### src/rtl/kcs_pkg.sv
package kcs_pkg;
  localparam int ADDR_W = 3;

  localparam logic [ADDR_W-1:0] ADR_LOAD_B0 = 3'b010;
  localparam logic [ADDR_W-1:0] ADR_LOAD_B1 = 3'b011;
  localparam logic [ADDR_W-1:0] ADR_CFG     = 3'b100;
  localparam logic [ADDR_W-1:0] ADR_SEL_B0  = 3'b101;
  localparam logic [ADDR_W-1:0] ADR_SEL_B1  = 3'b110;

  // strobes from the control side to the register datapath
  typedef struct packed {
    logic anyWr;
    logic wrB0;
    logic wrB1;
    logic wrCfg;
    logic selB0;
    logic selB1;
  } kcs_ctl_t;
endpackage

### src/rtl/kcs_ctrl.sv
module kcs_ctrl
  import kcs_pkg::*;
#(
  parameter int SYNC_STAGES = 2
) (
  input  logic              clk,
  input  logic              rst_n,
  input  logic              frameClr,
  input  logic              ldStb,
  input  logic [ADDR_W-1:0] addr,
  output kcs_ctl_t          ctl
);
  localparam int MSB = SYNC_STAGES - 1;

  logic [SYNC_STAGES-1:0] syncQ;
  logic                   prevQ;
  logic                   wrPulse;

  generate
    if (SYNC_STAGES == 1) begin : g_sync1
      always_ff @(posedge clk) begin
        if (!rst_n) syncQ <= '0;
        else        syncQ <= ldStb;
      end
    end else begin : g_syncN
      always_ff @(posedge clk) begin
        if (!rst_n) syncQ <= '0;
        else        syncQ <= {syncQ[MSB-1:0], ldStb};
      end
    end
  endgenerate

  always_ff @(posedge clk) begin
    if (!rst_n) prevQ <= 1'b0;
    else        prevQ <= syncQ[MSB];
  end

  assign wrPulse = syncQ[MSB] & ~prevQ & ~frameClr;

  always_comb begin
    ctl       = '0;
    ctl.anyWr = wrPulse;
    if (wrPulse) begin
      unique case (addr)
        ADR_LOAD_B0: ctl.wrB0  = 1'b1;
        ADR_LOAD_B1: ctl.wrB1  = 1'b1;
        ADR_CFG:     ctl.wrCfg = 1'b1;
        ADR_SEL_B0:  ctl.selB0 = 1'b1;
        ADR_SEL_B1:  ctl.selB1 = 1'b1;
        default:     ;
      endcase
    end
  end

  // one write per strobe edge
  p_single_pulse_r2: assert property (@(posedge clk) disable iff (!rst_n)
    ctl.anyWr |=> !ctl.anyWr);
  // at most one command decoded per write
  p_dec_onehot_r1: assert property (@(posedge clk) disable iff (!rst_n)
    $onehot0({ctl.wrB0, ctl.wrB1, ctl.wrCfg, ctl.selB0, ctl.selB1}));
  // decoded command only with a write pulse
  p_dec_needs_wr_r1: assert property (@(posedge clk) disable iff (!rst_n)
    (ctl.wrB0 | ctl.wrB1 | ctl.wrCfg | ctl.selB0 | ctl.selB1) |-> ctl.anyWr);
  // no write while frame clear is high
  p_frame_quiet_r10: assert property (@(posedge clk) disable iff (!rst_n)
    frameClr |-> !ctl.anyWr);
endmodule

### src/rtl/kcs_bank.sv
module kcs_bank #(
  parameter int DATA_W = 8,
  parameter int TAPS   = 9
) (
  input  logic                     clk,
  input  logic                     rst_n,
  input  logic                     wrEn,
  input  logic                     othWr,
  input  logic [DATA_W-1:0]        wrData,
  output logic [TAPS*DATA_W-1:0]   coefs
);
  localparam int PTR_W = (TAPS > 1) ? $clog2(TAPS) : 1;
  localparam logic [PTR_W-1:0] LAST = PTR_W'(TAPS - 1);

  logic [PTR_W-1:0] ptr;

  always_ff @(posedge clk) begin
    if (!rst_n)                  ptr <= '0;
    else if (othWr)              ptr <= '0;
    else if (wrEn && ptr == LAST) ptr <= '0;
    else if (wrEn)               ptr <= ptr + 1'b1;
  end

  generate
    for (genvar t = 0; t < TAPS; t++) begin : g_tap
      always_ff @(posedge clk) begin
        if (!rst_n)
          coefs[t*DATA_W +: DATA_W] <= '0;
        else if (wrEn && ptr == PTR_W'(t))
          coefs[t*DATA_W +: DATA_W] <= wrData;
      end
    end
  endgenerate

  // pointer never leaves the tap range
  p_ptr_range_r4: assert property (@(posedge clk) disable iff (!rst_n)
    ptr <= LAST);
  // wrap after the last tap
  p_ptr_wrap_r4: assert property (@(posedge clk) disable iff (!rst_n)
    (wrEn && !othWr && ptr == LAST) |=> ptr == '0);
  // foreign write restarts the fill
  p_ptr_clr_r5: assert property (@(posedge clk) disable iff (!rst_n)
    othWr |=> ptr == '0);
  // taps only move on a write to this bank
  p_tap_hold_r3: assert property (@(posedge clk) disable iff (!rst_n)
    !wrEn |=> $stable(coefs));
endmodule

### src/rtl/kcs_datapath.sv
module kcs_datapath
  import kcs_pkg::*;
#(
  parameter int DATA_W = 8,
  parameter int TAPS   = 9,
  parameter int CFG_W  = 4
) (
  input  logic                   clk,
  input  logic                   rst_n,
  input  kcs_ctl_t               ctl,
  input  logic [DATA_W-1:0]      wrData,
  output logic [TAPS*DATA_W-1:0] coefOut,
  output logic [CFG_W-1:0]       cfgWord
);
  localparam int NBANK = 2;
  localparam int VEC_W = TAPS * DATA_W;

  logic [VEC_W-1:0] bankVec [NBANK];
  logic [NBANK-1:0] bankWr;
  logic             activeSel;

  assign bankWr = {ctl.wrB1, ctl.wrB0};

  generate
    for (genvar b = 0; b < NBANK; b++) begin : g_bank
      kcs_bank #(.DATA_W(DATA_W), .TAPS(TAPS)) u_bank (
        .clk    (clk),
        .rst_n  (rst_n),
        .wrEn   (bankWr[b]),
        .othWr  (ctl.anyWr & ~bankWr[b]),
        .wrData (wrData),
        .coefs  (bankVec[b])
      );
    end
  endgenerate

  always_ff @(posedge clk) begin
    if (!rst_n)         activeSel <= 1'b0;
    else if (ctl.selB1) activeSel <= 1'b1;
    else if (ctl.selB0) activeSel <= 1'b0;
  end

  always_ff @(posedge clk) begin
    if (!rst_n)         cfgWord <= '0;
    else if (ctl.wrCfg) cfgWord <= wrData[CFG_W-1:0];
  end

  assign coefOut = activeSel ? bankVec[1] : bankVec[0];

  // writing the idle bank leaves the live kernel alone
  p_idle_bank_r6: assert property (@(posedge clk) disable iff (!rst_n)
    (ctl.wrB1 && !activeSel) |=> $stable(coefOut));
  // select switches source on the next clock
  p_sel_switch_r6: assert property (@(posedge clk) disable iff (!rst_n)
    ctl.selB1 |=> coefOut == bankVec[1]);
  // configuration capture
  p_cfg_load_r8: assert property (@(posedge clk) disable iff (!rst_n)
    ctl.wrCfg |=> cfgWord == $past(wrData[CFG_W-1:0]));
  // reserved codes change nothing visible
  p_quiet_code_r9: assert property (@(posedge clk) disable iff (!rst_n)
    (ctl.anyWr && !(ctl.wrB0 | ctl.wrB1 | ctl.wrCfg | ctl.selB0 | ctl.selB1))
      |=> ($stable(coefOut) && $stable(cfgWord)));
endmodule

### src/rtl/kernel_coef_store.sv
module kernel_coef_store
  import kcs_pkg::*;
#(
  parameter int DATA_W      = 8,
  parameter int TAPS        = 9,
  parameter int CFG_W       = 4,
  parameter int SYNC_STAGES = 2
) (
  input  logic                   clk,
  input  logic                   rst_n,
  input  logic                   frameClr,
  input  logic                   ldStb,
  input  logic [ADDR_W-1:0]      addr,
  input  logic [DATA_W-1:0]      dataIn,
  output logic [TAPS*DATA_W-1:0] coefOut,
  output logic [CFG_W-1:0]       cfgWord
);
  kcs_ctl_t ctl;

  kcs_ctrl #(.SYNC_STAGES(SYNC_STAGES)) u_ctrl (
    .clk      (clk),
    .rst_n    (rst_n),
    .frameClr (frameClr),
    .ldStb    (ldStb),
    .addr     (addr),
    .ctl      (ctl)
  );

  kcs_datapath #(.DATA_W(DATA_W), .TAPS(TAPS), .CFG_W(CFG_W)) u_dp (
    .clk     (clk),
    .rst_n   (rst_n),
    .ctl     (ctl),
    .wrData  (dataIn),
    .coefOut (coefOut),
    .cfgWord (cfgWord)
  );

  // frame clear never disturbs outputs
  p_frame_hold_r10: assert property (@(posedge clk) disable iff (!rst_n)
    frameClr |=> ($stable(coefOut) && $stable(cfgWord)));
endmodule

### config.mk
export PLATFORM = sky130hd
export DESIGN_NAME = kernel_coef_store
export DESIGN_NICKNAME = d
export VERILOG_FILES = /design/src/rtl/kcs_pkg.sv /design/src/rtl/kcs_ctrl.sv /design/src/rtl/kcs_bank.sv /design/src/rtl/kcs_datapath.sv /design/src/rtl/kernel_coef_store.sv
export SDC_FILE = /design/constraint.sdc
export NUM_CORES = 1
export LEC_CHECK = 0
export ABC_AREA = 1
export CORE_UTILIZATION = 45
export CTS_BUF_LIST = sky130_fd_sc_hd__clkbuf_4
export DETAILED_ROUTE_END_ITERATION = 10
export PLACE_DENSITY = 0.66
export SLEW_MARGIN = 25
export SYNTH_ARGS = -nofsm -noshare
export SYNTH_HDL_FRONTEND = slang
export SYNTH_SLANG_ARGS = --single-unit
### constraint.sdc
create_clock -name clk -period 1.5 [get_ports clk]
set_input_delay 0.15 -clock clk [delete_from_list [all_inputs] [get_ports clk]]
set_output_delay 0.15 -clock clk [all_outputs]
set_load 0.05 [all_outputs]
# Yosys cells after proc, flatten, opt, wreduce, memory -nomap -nowiden

Index checks and enable logic that the tools add are counted.

$mul: 0
Multiplexer cells: 9
Reduce and logical (&&, ||, !) cells: 23
Div/mod/pow operators: 0
Bitwise logic cells: 9
Shift-type cells: 0
Eq/ne operators: 21
$add $sub $neg: 2
Order comparisons: 0

Operators with widths:

| operator                                                               | number |
|---|---|
| 72-bit 2-to-1 mux                                                      | 1 |
| 4-bit by 3-bit equality test with 1-bit output (second input constant) | 8 |
| 1-bit logical AND                                                      | 18 |
| 4-bit by 2-bit equality test with 1-bit output (second input constant) | 4 |
| 3-bit equality test (second input constant)                            | 3 |
| 4-bit by 1-bit adder with 4-bit output (second input constant)         | 2 |
| 4-bit by 1-bit equality test with 1-bit output (second input constant) | 2 |
| 4-bit equality test (second input constant)                            | 2 |
| 4-bit zero test                                                        | 2 |
| 1-bit 2-to-1 mux                                                       | 7 |
| 3-bit by 2-bit equality test with 1-bit output (second input constant) | 2 |
| 3-bit OR reduction                                                     | 2 |
| 5-bit 2-to-1 mux                                                       | 1 |
| 1-bit NOT                                                              | 5 |
| 1-bit bitwise AND                                                      | 4 |
| 2-bit nonzero test                                                     | 1 |

ROM bits: 0
Bits of input ports: 15
Memories kept: 0
Bits in writable memories: 0
Bits in registers: 160
Logic and storage cells: 88
Output and inout port bits: 76
Bits in latches: 0

# Logic depth before layout (Yosys ltp)

Depth after elaboration: 7
Depth in mapped cells: 8
Depth with buffers taken out: 8

# Modules after synthesis

A second synthesis with hierarchy kept.

Cell total of the unflattened synthesis: 1,168
Area, all modules: 7,907.6 um^2

Modules (own cells, without submodules):

| module       | times used | area each (um^2) | cells each |
|---|---|---|---|
| kcs_bank     | 2          | 3,080.5          | 441 |
| kcs_datapath | 1          | 1,577.8          | 258 |
| kcs_ctrl     | 1          | 168.9            | 28 |

# Least setup slack after synthesis

No wires, ideal clock.

Kind: reg-to-reg
Start: register u_dp.g_bank[1].u_bank.ptr[0]
End: register u_dp.g_bank[1].u_bank.coefs[64]
Data required time: 1.385 ns
Buffers on the path: 1
Setup slack: 0.178 ns
Cell stages (with the launch flop): 8
Arrival: 1.207 ns
Library setup time: 0.115 ns
Clock period less this slack: 1.322 ns
Cell sequence: dfxtp_1 -> inv_1 -> ha_1 -> nand3_1 -> inv_1 -> buf_2 -> a21oi_1 -> nor2_1

Longest elaborated chain between the ends: 2

RTL lines:

| item                          | RTL line       | text |
|---|---|---|
| start, declared               | kcs_bank.sv:15 | `logic [PTR_W-1:0] ptr;` |
| start signal, assigned        | kcs_bank.sv:21 | `else if (wrEn) ptr <= ptr + 1'b1;` |
| 4-bit equality test           | kcs_bank.sv:29 | `else if (wrEn && ptr == PTR_W'(t))` |
| 1-bit logical AND             | kcs_bank.sv:29 |  |
| end signal, assigned by index | kcs_bank.sv:30 | `coefs[t*DATA_W +: DATA_W] <= wrData;` |
| end, declared                 | kcs_bank.sv:10 | `output logic [TAPS*DATA_W-1:0] coefs` |

No other way between the ends.
A chain may end at the register's enable or synchronous reset.

# Worst setup path after layout

Start: register u_dp.activeSel
End: output port coefOut[70]

Longest elaborated chain between the ends: 1

RTL lines:

| item                   | RTL line                | text |
|---|---|---|
| start, declared        | kcs_datapath.sv:20      | `logic activeSel;` |
| start signal, assigned | kcs_datapath.sv:38      | `if (!rst_n) activeSel <= 1'b0;` |
| start signal, assigned | kcs_datapath.sv:39      | `else if (ctl.selB1) activeSel <= 1'b1;` |
| start signal, assigned | kcs_datapath.sv:40      | `else if (ctl.selB0) activeSel <= 1'b0;` |
| 72-bit 2-to-1 mux      | kcs_datapath.sv:48      | `assign coefOut = activeSel ? bankVec[1] : bankVec[0];` |
| end, declared          | kernel_coef_store.sv:15 | `output logic [TAPS*DATA_W-1:0] coefOut,` |

No other way between the ends.

==> out/qor.yml <==
status:
  status: "finished, violations left"
  failed_checks: "negative setup slack"
pwr:
  ir_drop_v: 0.000420
  powerDensity_nw_per_um2: 737
  fin_total_pwr_w: 0.00773
  power_leakage_nw: 4.24
timing:
  tightest_slew_ns: 0.434
  slew_headroom: 0.710
  setup_violations: 72
  grt_setup_unrepaired: "true"
  hold_violations: 0
  period_minus_slack_ns: 1.97
  maxSlewViolCount: 0
  timing.hold.ws_ns: 0.0761
  worst_slack_ns: -0.466
  finalCritPeriodShare: 1.31
  fin_skew_ns: 0.0161
  fmax_ghz: 0.509
  setup_tns_ns: -30.21
yosys:
  ys_warn_count: 0
  syn_area_per_cell_sq_um: 7.47
  synth-compound-area-share: 0.102
  synth_top_family_by_area: "simple AND/OR/NAND/NOR gates"
  yosys_register_bits: 160
  syn_area_sq_um: 7740
  yosysUniqueCellTypes: 21
  synthCells: 1036
  yosys.area_share.simple: 0.283
  synthMuxAreaShare: 0.105
  seq_area_frac_synth: 0.414
  synth-xor-area-share: 0.00113
  synth_fp_nets: 1059
  synth_top_area_cell: "dfxtp_1"
  synth_area_leaders: "dfxtp_1 41%, mux2_2 10%, a21oi_1 10%"
  synth_fa_ha_area_frac: 0.0129
  synth_top_cell_area_share: 0.414
place:
  portBuffers: 90
  place.gp.congestion: 0.791
  dpl.hpwl_um: 11600
setup_path:
  crit_arrival_ns: 1.82
  worst_ep_required_time_ns: 1.35
  start_kind: "register"
  path_class: "reg -> out"
  r2r_cells: 7
  crit_fanout: 8
  critPathCaptureType: "output pin"
route:
  wl_met2_um: 10100
  wl_per_cell_um: 15.8
  top_layer_used: "met4"
  met3WireLength_um: 999
  viasPerCell: 5.26
  wl_um: 21700
  via_count: 7259
  drt-met1-wl_um: 10400
  drtPass1Iterations: 5
  postRouteAntennaNets: 0
  first_iter_violations: 691
  drc: 0
finish:
  layout_commonest_cell: "nand2_1"
  final_cell_mix: "191 x nand2_1, 157 x a21oi_1, 157 x dfxtp_1"
  fillerInstances: 1456
  nets: 1170
  area_growth_pct: 35.6
  post-route-util: 0.628
  drive_gt1_frac: 0.254
die:
  dieArea_sq_um: 17700
  rows: 47
  design.core.area_sq_um: 16700
  die_h_um: 133
  start_util: 0.464
  pin_count: 91
  die_w_um: 133
global_route:
  grt_pass1_vias: 6435
  track_usage: 0.239
  overflow: 0
  antenna_found_initial: 1
  grt_max_degree: 57
  grt_pass1_wl_um: 33600
clocking:
  clock_latency_ns: 0.58
  cts_tree: "yes"
  clock_sinks: 160
  cts-root-buf: "clkbuf_4"
  cts_made_buffers: 17
  clock_path_buffers: 2
  cts_max_level: 4
  path_clk_slew_ns: 0.14
run:
  maxCapViolations: 0
min_path:
  hold_class: "in -> reg"
  holdPathStages: 3
==> critical path, cell delays in order, from the launching register on <==
cell	delay, ns
dfxtp_4	0.43
buf_6	0.15
buf_12	0.14
mux2_2	0.36
buf_6	0.16
==> metrics by stage <==
stage                     cell area, sq um  instances  setup WS [ns]
after floorplan                       7740       1036          0.178
after global placement                9050       1326         -0.207
after detailed placement              9050       1326         -0.242
after CTS                            10100       1367         -0.512
after global routing                 10500       1379         -0.508
final                                10500       1379         -0.466
==> layout make-up <==
cell class / count / area, sq um / area share
clock inverters: 12 / 193 / 0.0184
inverters: 36 / 143 / 0.0136
clock buffers: 18 / 135 / 0.0129
flip-flops and latches: 160 / 3210 / 0.306
repair buffers: 175 / 2340 / 0.223
multi-input cells: 756 / 4190 / 0.399
well taps: 220 / 275 / 0.0262
diodes: 1 / 2.50 / 0.000238
repair inverters: 1 / 7.51 / 0.000715
==> power by group <==
group          leakage [nW]  switching, W  internal [W]
Clock                 0.171       0.00154       0.00148
Combinational          2.78      0.000289      0.000170
Sequential             1.29    0.00000418       0.00425
Total                  4.24       0.00183       0.00590
==> worst paths after layout <==
kind	from	to	slack [ns]
max	u_dp.activeSel$_SDFFE_PN0P_	coefOut[70]	-0.47
min	ldStb	u_ctrl.syncQ[0]$_SDFF_PN0_	0.08
max reg2reg	u_ctrl.syncQ[1]$_SDFF_PN0_	u_dp.g_bank[0].u_bank.coefs[68]$_SDFFE_PN0P_	0.08
min reg2reg	u_ctrl.syncQ[0]$_SDFF_PN0_	u_ctrl.syncQ[1]$_SDFF_PN0_	0.42
==> flip-flops by register name, summed over array words and instances, names as in the netlist <==
| register | flops |
|---|---|
| u_dp.g_bank.u_bank.coefs | 144 |
| u_dp.g_bank.u_bank.ptr | 8 |
| u_dp.cfgWord | 4 |
| u_ctrl.syncQ | 2 |
| u_ctrl.prevQ | 1 |
| u_dp.activeSel | 1 |
==> synthesized netlist by cell type <==
library cell / number
nand3_1: 155
o21ai_0: 1
nand2_1: 191
nand4_1: 2
a21oi_1: 157
inv_2: 2
xor2_1: 1
nor2_2: 18
buf_2: 17
buf_4: 43
inv_1: 26
mux2_2: 72
dfxtp_1: 160
clkbuf_1: 10
nand2_2: 1
ha_1: 8
buf_1: 13
nor3_1: 1
nor2_1: 149
buf_6: 1
clkinv_1: 8
==> repair_timing <==
item	CTS	global route
gates cloned	6	5
gates resized for setup	136	65
setup buffers	4	6
hold buffers	1	0
setup endpoints to repair	89	142
endpoints found under the hold margin	19	0
pin swaps	1	1
==> per-layer routing <==
| layer | global-route usage | vias to the layer above |
|---|---|---|
| met2 | 0.381 | 214 |
| li1 | - | 3650 |
| met1 | 0.335 | 3378 |
| met3 | 0.0365 | 17 |
| met5 | 0 | - |
| met4 | 0.0713 | 0 |
==> kinds of logic after synthesis <==
| logic type | after synthesis |
|---|---|
| DFF | 160 |
| xor gates and xnor gates | 1 |
| and+or+nand+nor | 517 |
| adders and majority gates | 8 |
| muxes | 72 |
| AOI/OAI and AO/OA | 158 |
| buffers and inverters | 120 |
Note: power is estimated with default switching activity, not from simulation.
